### src/rtl/useq_seq.sv
module useq_seq #(
  parameter int BYTE_W = 8
) (
  input  logic                clk,
  input  logic                rst_n,
  input  logic [BYTE_W:0]     succ_addr,
  input  logic                sel_neg,
  input  logic                sel_zero,
  input  logic                dispatch,
  input  logic                alu_neg,
  input  logic                alu_zero,
  input  logic                byte_load,
  input  logic [BYTE_W-1:0]   byte_in,
  output logic [BYTE_W:0]     upc,
  output logic [BYTE_W-1:0]   op_byte
);
  localparam int ADDR_W = BYTE_W + 1;

  logic [BYTE_W-1:0] byte_eff;
  logic [BYTE_W-1:0] low_or;
  logic              page_bit;
  logic [ADDR_W-1:0] upc_d;

  // Same-cycle load is bypassed so a dispatch sees the new byte.
  assign byte_eff = byte_load ? byte_in : op_byte;
  assign low_or   = dispatch ? byte_eff : '0;
  assign page_bit = succ_addr[BYTE_W] | (sel_neg & alu_neg) | (sel_zero & alu_zero);
  assign upc_d    = {page_bit, succ_addr[BYTE_W-1:0] | low_or};

  always_ff @(posedge clk or negedge rst_n) begin
    if (!rst_n) begin
      upc     <= '0;
      op_byte <= '0;
    end else begin
      upc <= upc_d;
      if (byte_load) op_byte <= byte_in;
    end
  end

  assert_plain_jump_R2: assert property (@(posedge clk) disable iff (!rst_n)
    (!sel_neg && !sel_zero && !dispatch) |=> upc == $past(succ_addr));

  assert_zero_branch_R3: assert property (@(posedge clk) disable iff (!rst_n)
    (sel_zero && !sel_neg) |=> upc[BYTE_W] == ($past(succ_addr[BYTE_W]) | $past(alu_zero)));

  assert_neg_branch_R4: assert property (@(posedge clk) disable iff (!rst_n)
    (sel_neg && !sel_zero) |=> upc[BYTE_W] == ($past(succ_addr[BYTE_W]) | $past(alu_neg)));

  assert_dispatch_or_R6: assert property (@(posedge clk) disable iff (!rst_n)
    dispatch |=> upc[BYTE_W-1:0] == ($past(succ_addr[BYTE_W-1:0]) | op_byte));

  assert_byte_load_R8: assert property (@(posedge clk) disable iff (!rst_n)
    byte_load |=> op_byte == $past(byte_in));

  assert_no_dispatch_R10: assert property (@(posedge clk) disable iff (!rst_n)
    !dispatch |=> upc[BYTE_W-1:0] == $past(succ_addr[BYTE_W-1:0]));
endmodule

### config.mk
export PLATFORM = sky130hd
export DESIGN_NAME = useq_seq
export DESIGN_NICKNAME = d
export VERILOG_FILES = /design/src/rtl/useq_seq.sv
export SDC_FILE = /design/constraint.sdc
export NUM_CORES = 1
export LEC_CHECK = 0
export ABC_AREA = 1
export ABC_CLOCK_PERIOD_IN_PS = 800
export BUFFER_PORTS_ARGS = -buffer_cell sky130_fd_sc_hd__buf_4
export CORE_UTILIZATION = 38
export CTS_BUF_LIST = sky130_fd_sc_hd__clkbuf_4 sky130_fd_sc_hd__clkbuf_8 sky130_fd_sc_hd__clkbuf_16
export CTS_CLUSTER_SIZE = 8
export DETAILED_ROUTE_END_ITERATION = 8
export PLACE_DENSITY = 0.73
export SYNTH_ARGS = -nofsm -noshare
export SYNTH_HDL_FRONTEND = slang
export SYNTH_SLANG_ARGS = --single-unit
### constraint.sdc
create_clock -name clk -period 0.8 [get_ports clk]
set_clock_uncertainty 0.1 [all_clocks]
set_input_delay 0.08 -clock clk [delete_from_list [all_inputs] [get_ports clk]]
set_output_delay 0.08 -clock clk [all_outputs]
set_load 0.005 [all_outputs]
==> reports/qor.txt <==
clock power share -> 0.252
Critical Path Source Type -> register
share of cells above drive strength 1 -> 0.414
Worst R2R End -> op_byte[5]
Mapped Area -> 738 µm²
crit path DAT -> 0.81 ns
RSZ-0062 raised after global routing -> true
Synth Register Bits -> 17
post-DR wirelength/cell -> 10.3 µm
overall global routing resource usage -> 0.192
worst reg2reg path depth -> 4
critical path cell sequence -> buf_6
Hold Violations, Final -> 3
Layout Nets -> 166
H-tree levels -> 1
Die X -> 46.1 µm
fmax -> 1010 MHz
sequential share of the synthesized area -> 0.576
outcome -> complete, but fails checks
Power Dens Cells -> 1500 nW/µm²
warnings from Yosys -> 0
max-cap viol count -> 0
Internal Power -> 1.45 mW
Vias -> 687
sequential share of power -> 0.503
Slew HR -> 0.854
initial antenna violation count -> 0
drt first-iter violations -> 4
DIE AREA -> 2120 µm²
reg-to-reg slack, setup -> -0.16 ns
Top delay family on crit path -> flip-flops
CP max-delay cell -> dfrtp_1
Synth Area per Inst -> 8.49 µm²
Clock Sinks -> 17
synth unique cells -> 10
Clock transition at path regs -> 0.10 ns
Post-DRT Antenna Nets -> 0
leading post-synthesis cells by cell area -> dfrtp_1 (58%), nand2_1 (13%), inv_1 (12%)
area leader, netlist -> dfrtp_1
worst vdd ir -> 0.00103 V
number of port buffers -> 41
detailed-placement wirelength estimate -> 1120 µm
net count after synthesis -> 112
total CTS buffers -> 3
Hold Path Class -> input port to register
# IOs -> 42
share of the synthesized area in the top cell type -> 0.576
total congestion overflow -> 0
min Tclk post-route -> 0.985 ns
CP Buf/Inv Count -> 1
hold_buf cts -> 9
Comb power frac -> 0.245
vias per cell -> 4.16
Die H -> 46.1 µm
Endpoint, Worst Hold -> upc[8]
core box area -> 1760 µm²
DP Area -> 1060 µm²
Hold Crit Depth -> 3
Layout area overhead -> 73.7%
Initial Util -> 0.418
commonest non-fill, non-tap cell in the layout -> buf_4
FP Rows -> 15
Worst Tran Pin Value -> 0.220 ns
vias in the first global route -> 708
Crit Reg-Reg Startpoint -> op_byte[5]
critical path class -> register to output port
Lkg Pwr -> 0.717 nW
Final Hold Slack -> -0.122 ns
first-pass iteration count of the detailed router -> 3
violated checks -> hold timing, setup timing
max-slew violation count -> 0
Worst Setup End Kind -> output port
final setup fails -> 33
Req. time, crit path -> 0.62 ns
GPL Wtd Cong -> 0.691
most frequent cells in the layout -> buf_4 (25), inv_1 (23), nand2_1 (22), dfrtp_1 (17), buf_6 (17)
Routed WL -> 1690 µm
Clock Tree Root -> clkbuf_4
Sw Ratio -> 0.243
Gate Count Post-Synth -> 87
hold_sp -> succ_addr[8]
Clk Latency, worst-skew pair -> 0.28 ns
worst-path fanout max -> 2
CTS tree -> yes
CP max stage delay -> 0.41 ns
final instance area -> 1280 µm²
setup ws final -> -0.185 ns
first-pass GRT wire length -> 2720 µm
switching power -> 0.467 mW
Clock Path Buffers -> 2
largest net degree at the start of global routing -> 18
setup_tns -> -3.65 ns
# DRC -> 0
final worst path period share -> 1.23
diode count -> 0
Design Power -> 1.92 mW
==> worst reg2reg max path: cells and delay by family, from the launching register on <==
kind / cells / cell delay [ns]
AND/OR/NAND/NOR: 2 / 0.18
buffers and inverters: 2 / 0.18
flip-flops: 1 / 0.40
==> state kept, by name (all words and copies together), names as in the netlist <==
signal / count
op_byte: 8
upc: 9
==> synth_stat cells <==
cell and number:
and2_1 8, nand2_1 25, dfrtp_1 17, buf_2 1, nand3_1 8, nand2_2 1
inv_8 1, buf_6 1, a21oi_1 1, inv_1 24
==> per-layer routing <==
metal	share of wire	global-route usage
met5	0	0
met4	0.014	0.100
met3	0.040	0.0392
met2	0.59	0.352
met1	0.35	0.202
==> timing repair <==
action | CTS | global route
buffers inserted | 0 | 1
pin swaps | 1 | 3
setup endpoints to repair | 32 | 33
endpoints found under the hold margin | 27 | 4
gates resized for setup | 19 | 8
==> worst max-delay path by stage <==
stage                    start    endpoint  cells past startpoint
global placement    op_byte[4]  op_byte[4]                      3
detailed placement  op_byte[4]  op_byte[4]                      3
CTS                 op_byte[5]  op_byte[5]                      1
finish              op_byte[4]  op_byte[4]                      1
floorplan           op_byte[4]  op_byte[4]                      3
global route        op_byte[7]  op_byte[7]                      1
==> kinds of logic (layout without fill, tap and decap cells) <==
group	after synthesis	count (layout)	share of synthesized area
buffers and inverters	27	80	0.159
AND/OR/NAND/NOR	42	42	0.258
AO/OA/AOI/OAI	1	1	0.00677
flip-flops	17	17	0.576
==> final cells by class <==
cell class / instances / area, µm²
clock buffer: 4 / 30.0
fill: 148 / 482
inverter: 25 / 101
multi-input combinational: 43 / 225
sequential: 17 / 425
tap: 25 / 31.3
timing repair buffer: 51 / 469
==> power by group through the flow <==
stage / registers (mW) / clock network (mW) / logic (mW)
after floorplan: 0.979 / 0 / 0.128
after global placement: 0.968 / 0 / 0.354
after detailed placement: 0.970 / 0 / 0.363
after CTS: 0.967 / 0.502 / 0.446
after global routing: 0.974 / 0.546 / 0.518
final: 0.967 / 0.485 / 0.470
==> per-stage QoR <==
| step | util | setup slack, ns | instances |
|---|---|---|---|
| after floorplan | - | -0.00683 | 87 |
| after global placement | 0.601 | -0.00670 | 151 |
| after detailed placement | 0.601 | -0.0242 | 151 |
| after CTS | 0.710 | -0.196 | 164 |
| after global routing | 0.727 | -0.232 | 165 |
| final | 0.727 | -0.185 | 165 |
Power figures use the tool's default switching activity.
